`config.mk`:
```
export PLATFORM = sky130hd
export DESIGN_NAME = obs_scan_chain
export DESIGN_NICKNAME = d
export VERILOG_FILES = /design/src/rtl/osc_pkg.sv /design/src/rtl/obs_cell.sv /design/src/rtl/obs_misr.sv /design/src/rtl/obs_scan_chain.sv
export SDC_FILE = /design/constraint.sdc
export NUM_CORES = 1
export LEC_CHECK = 0
export BUFFER_PORTS_ARGS = -buffer_cell sky130_fd_sc_hd__buf_2
export CORE_AREA = 2 2 60 62
export DETAILED_ROUTE_END_ITERATION = 16
export DIE_AREA = 0 0 62 64
export GPL_TIMING_DRIVEN = 0
export PLACE_DENSITY = 0.72
export SKIP_CTS_REPAIR_TIMING = 1
export SYNTH_ARGS = -nofsm -noshare
export SYNTH_HDL_FRONTEND = slang
export SYNTH_SLANG_ARGS = --single-unit
```
`constraint.sdc`:
```
create_clock -name clk -period 1.38 [get_ports clk]
set_input_delay 0.207 -clock clk [delete_from_list [all_inputs] [get_ports clk]]
set_output_delay 0.207 -clock clk [all_outputs]
set_load 0.05 [all_outputs]
```
`src/rtl/osc_pkg.sv`:
```
package osc_pkg;
  // Mode encoding is {scan_en, acc_en}
  typedef enum logic [1:0] {
    MODE_MISSION = 2'b00,
    MODE_CAPTURE = 2'b01,
    MODE_SHIFT   = 2'b10,
    MODE_COMPACT = 2'b11
  } cell_mode_e;
endpackage

```
`src/rtl/obs_cell.sv`:
```
module obs_cell
  import osc_pkg::*;
#(
  parameter int GROUP = 4
) (
  input  logic             clk,
  input  logic             rst,
  input  cell_mode_e       mode,
  input  logic [GROUP-1:0] obs,
  input  logic             si,
  output logic             q
);
  logic obs_bit;
  logic nxt;

  always_comb obs_bit = ^obs;

  always_comb begin
    case (mode)
      MODE_MISSION: nxt = obs_bit;
      MODE_CAPTURE: nxt = obs_bit ^ q;
      MODE_SHIFT:   nxt = si;
      default:      nxt = obs_bit ^ si;
    endcase
  end

  always_ff @(posedge clk) begin
    if (rst) q <= 1'b0;
    else     q <= nxt;
  end


  plain_shift_chk: assert property (@(posedge clk) disable iff (rst)
    (mode == MODE_SHIFT) |=> (q == $past(si)));


  capture_hold_chk: assert property (@(posedge clk) disable iff (rst)
    (mode == MODE_CAPTURE && obs == '0) |=> $stable(q));


  compact_pass_chk: assert property (@(posedge clk) disable iff (rst)
    (mode == MODE_COMPACT && obs == '0) |=> (q == $past(si)));
endmodule

```
`src/rtl/obs_misr.sv`:
```
module obs_misr #(
  parameter int             W    = 16,
  parameter logic [W-1:0]   POLY = 16'h6801,
  parameter logic [W-1:0]   SEED = 16'hACE1
) (
  input  logic         clk,
  input  logic         rst,
  input  logic         en,
  input  logic         din,
  output logic [W-1:0] sig
);
  logic [W-1:0] fb;
  logic [W-1:0] nxt;

  always_comb begin
    fb  = sig[W-1] ? POLY : '0;
    nxt = {sig[W-2:0], 1'b0} ^ fb ^ {{(W-1){1'b0}}, din};
  end

  always_ff @(posedge clk) begin
    if (rst)     sig <= SEED;
    else if (en) sig <= nxt;
  end


  hold_when_idle_chk: assert property (@(posedge clk) disable iff (rst)
    !en |=> $stable(sig));


  seed_after_reset_chk: assert property (@(posedge clk)
    rst |=> (sig == SEED));
endmodule

```
`src/rtl/obs_scan_chain.sv`:
```
module obs_scan_chain
  import osc_pkg::*;
#(
  parameter int                CELLS = 8,
  parameter int                GROUP = 4,
  parameter int                SIG_W = 16,
  parameter logic [SIG_W-1:0]  POLY  = 16'h6801,
  parameter logic [SIG_W-1:0]  SEED  = 16'hACE1
) (
  input  logic                   clk,
  input  logic                   rst,
  input  logic                   scan_en,
  input  logic                   acc_en,
  input  logic                   scan_in,
  input  logic [CELLS*GROUP-1:0] obs_pts,
  output logic                   scan_out,
  output logic [SIG_W-1:0]       signature
);
  localparam int LAST = CELLS - 1;

  cell_mode_e       mode;
  logic [CELLS-1:0] q;

  always_comb mode = cell_mode_e'({scan_en, acc_en});

  for (genvar i = 0; i < CELLS; i++) begin : g_cell
    logic si_w;
    if (i == 0) begin : g_head
      always_comb si_w = scan_in;
    end else begin : g_link
      always_comb si_w = q[i-1];
    end
    obs_cell #(.GROUP(GROUP)) u_cell (
      .clk  (clk),
      .rst  (rst),
      .mode (mode),
      .obs  (obs_pts[i*GROUP +: GROUP]),
      .si   (si_w),
      .q    (q[i])
    );
  end

  always_comb scan_out = q[LAST];

  obs_misr #(.W(SIG_W), .POLY(POLY), .SEED(SEED)) u_misr (
    .clk (clk),
    .rst (rst),
    .en  (scan_en),
    .din (scan_out),
    .sig (signature)
  );


  out_follows_chain_chk: assert property (@(posedge clk) disable iff (rst)
    (scan_en && !acc_en) |=> (scan_out == $past(q[LAST-1 < 0 ? 0 : LAST-1])) || (CELLS == 1));
endmodule

```
==> impl_metrics.py <==
metrics = {
    "power": {
        "power.density_mw_per_mm2": 998,
        "vdd_drop_max_uv": 420,
        "total_power_mw": 1.81,
        "leakagePower_nw": 0.820,
    },
    "clock_network": {
        "path_clk_slew_ns": 0.13,
        "cts_buffers": 3,
        "cts_sinks": 24,
        "cts_tree": "yes",
        "h-tree-depth": 1,
        "clockBufferDepth": 2,
        "root_buffer": "clkbuf_4",
        "clk_latency_ns": 0.31,
    },
    "critical_path": {
        "critical_path_class": "flip-flop to primary output",
        "cp-start-kind": "flip-flop",
        "arrival_ns": 1.05,
        "crit_path_end_kind": "primary output",
        "critPathSlowestCell": "dfxtp_1",
        "slowest_delay_ns": 0.38,
        "crit_required_ns": 1.17,
        "crit_family": "flip-flops",
        "path_buf_inv": 2,
        "path_cells": "buf_4 > buf_2",
        "crit_fanout": 3,
    },
    "grt": {
        "grt_max_degree": 14,
        "grt_pass1_wl_mm": 4.63,
        "grt_antenna_before_repair": 0,
        "grt_overflow": 0,
        "grtUsageTotal_pct": 15.0,
        "grt_pass1_vias": 1164,
    },
    "floorplan": {
        "die_h_um": 64,
        "io_pins": 54,
        "placementRows": 21,
        "core_area_mm2": 0.00328,
        "initial_core_util_pct": 44.2,
        "die_x_um": 62,
        "fp.dieArea_mm2": 0.00397,
    },
    "cells_and_area": {
        "stdcell_area_mm2": 0.00181,
        "multiInputGateArea_um2": 823,
        "final_cell_mix": "54 x buf_2, 28 x xnor2_1, 23 x dfxtp_1, 19 x nor2_1, 15 x mux2i_1",
        "layout-drive-gt1-share_pct": 36.3,
        "layout_commonest_cell": "buf_2",
        "fill_cells": 327,
        "regArea_um2": 482,
        "nets": 253,
        "areaGrowthSynthToFinish_pct": 24.8,
        "n_antenna_cell": 0,
        "post-route-util_pct": 55.2,
    },
    "timing": {
        "drv_slew": 0,
        "rsz0062_at_grt": "false",
        "finalCritPeriodShare_pct": 91.1,
        "finalHoldViolCount": 0,
        "max_clock_freq_mhz": 796,
        "worst_pin_slew_ns": 0.470,
        "timing.final.ws_setup_ns": 0.123,
        "fin_skew_ns": 0.00528,
        "timing.slew.headroom_pct": 68.6,
        "setup_violations": 0,
        "fin_crit_ns": 1.26,
        "tns_ns": 0,
    },
    "placed_design": {
        "place_ws_ns": 0.150,
        "port_buffers": 53,
        "dpl-instance-area_mm2": 0.00178,
        "place_hpwl_mm": 2.21,
        "place.gp.congestion": 0.758,
    },
    "min_path": {
        "hold_class": "input pin to flip-flop",
    },
    "yosys": {
        "syn-cell-area_mm2": 0.00145,
        "synth-seq-cells": 24,
        "postSynthAreaPerCell_um2": 9.19,
        "yosys_warnings": 0,
        "synth.distinct_cells": 18,
        "synthesis.nets": 195,
        "synth_top_cell_by_area": "dfxtp_1",
        "synth_top_area_share_pct": 33.1,
        "syn_inst": 158,
        "ys_seq_area_share_pct": 33.1,
        "synth_area_leaders": "dfxtp_1 33%, xnor2_1 17%, mux2i_1 10%",
    },
    "route": {
        "ant_nets": 0,
        "via_per_inst": 4.92,
        "routedWlPerCell_um": 10.8,
        "firstDrtPassIters": 4,
        "wl_mm": 2.82,
        "vias": 1285,
        "remaining_drc_errors": 0,
        "drtIter0Drc": 35,
    },
    "flow_run": {
        "cap_violations": 0,
    },
    "outcome": {
        "outcome": "finished clean",
    },
}
## cells by family (layout without fill, tap and decap cells)
kind of cell | Yosys count | after routing | share of synthesized area (%)
xor gates and xnor gates | 28 | 28 | 16.9
and+or+nand+nor | 37 | 37 | 12.5
AOI/OAI and AO/OA | 33 | 33 | 17.0
DFF | 24 | 24 | 33.1
muxes | 15 | 15 | 10.3
buffers and inverters | 21 | 78 | 10.2
## final timing paths
kind,slack [ns],to,from,cells after the start
worst min-delay path,0.16,u_misr.sig[7]$_SDFFE_PP1P_,rst,2
worst max register to register,0.18,u_misr.sig[13]$_SDFFE_PP1P_,u_misr.sig[15]$_SDFFE_PP1P_,4
worst max-delay path,0.12,signature[7],u_misr.sig[7]$_SDFFE_PP1P_,2
worst min register to register,0.51,u_misr.sig[7]$_SDFFE_PP1P_,u_misr.sig[6]$_SDFFE_PP1P_,1
## area by class of cell
cell class | count | area share, %
inverter | 1 | 0.207
clock buffer | 4 | 2.00
tap | 46 | 3.18
timing repair buffer | 53 | 14.6
multi-input combinational | 113 | 45.4
sequential | 24 | 26.6
buffer | 20 | 7.94
## cell usage after synthesis, drive strengths merged
library cell,number
clkbuf,3
mux2i,15
or2,3
buf,17
and2,8
nand2,1
nor2,19
xnor2,28
a211o,13
nor2b,6
a21oi,3
dfxtp,24
o211ai,8
a211oi,1
a31oi,8
inv,1
## sequential cells by signal (all words and copies together), names as in the netlist
name / count
g_cell.u_cell.q: 8
u_misr.sig: 16
## layer usage
metal	routed length [um]	global-route usage, %	part of all wire, %	up-vias
met2	1370	25.1	49	44
li1	-	-	-	649
met4	35	5.85	1.2	0
met1	1250	18.1	44	588
met3	165	3.24	5.8	4
met5	0	0	0	-
## through the flow
stage | instances | hold slack, ns
after floorplan | 158 | 0.306
after global placement | 257 | 0.478
after detailed placement | 257 | 0.478
after CTS | 261 | 0.149
after global routing | 261 | 0.155
final | 261 | 0.159
## worst reg2reg max path, delay by kind of cell (launching register included)
| family | cells | cell delay (ns) |
|---|---|---|
| compound gates | 1 | 0.08 |
| buf+inv | 1 | 0.25 |
| simple gates | 1 | 0.26 |
| flops | 1 | 0.35 |
| xor+xnor | 1 | 0.17 |
## power breakdown
group	total (mW)	internal [mW]	switching, mW
registers	0.816	0.760	0.0562
logic	0.623	0.281	0.342
clock network	0.370	0.161	0.209
Power figures use the tool's default switching activity.
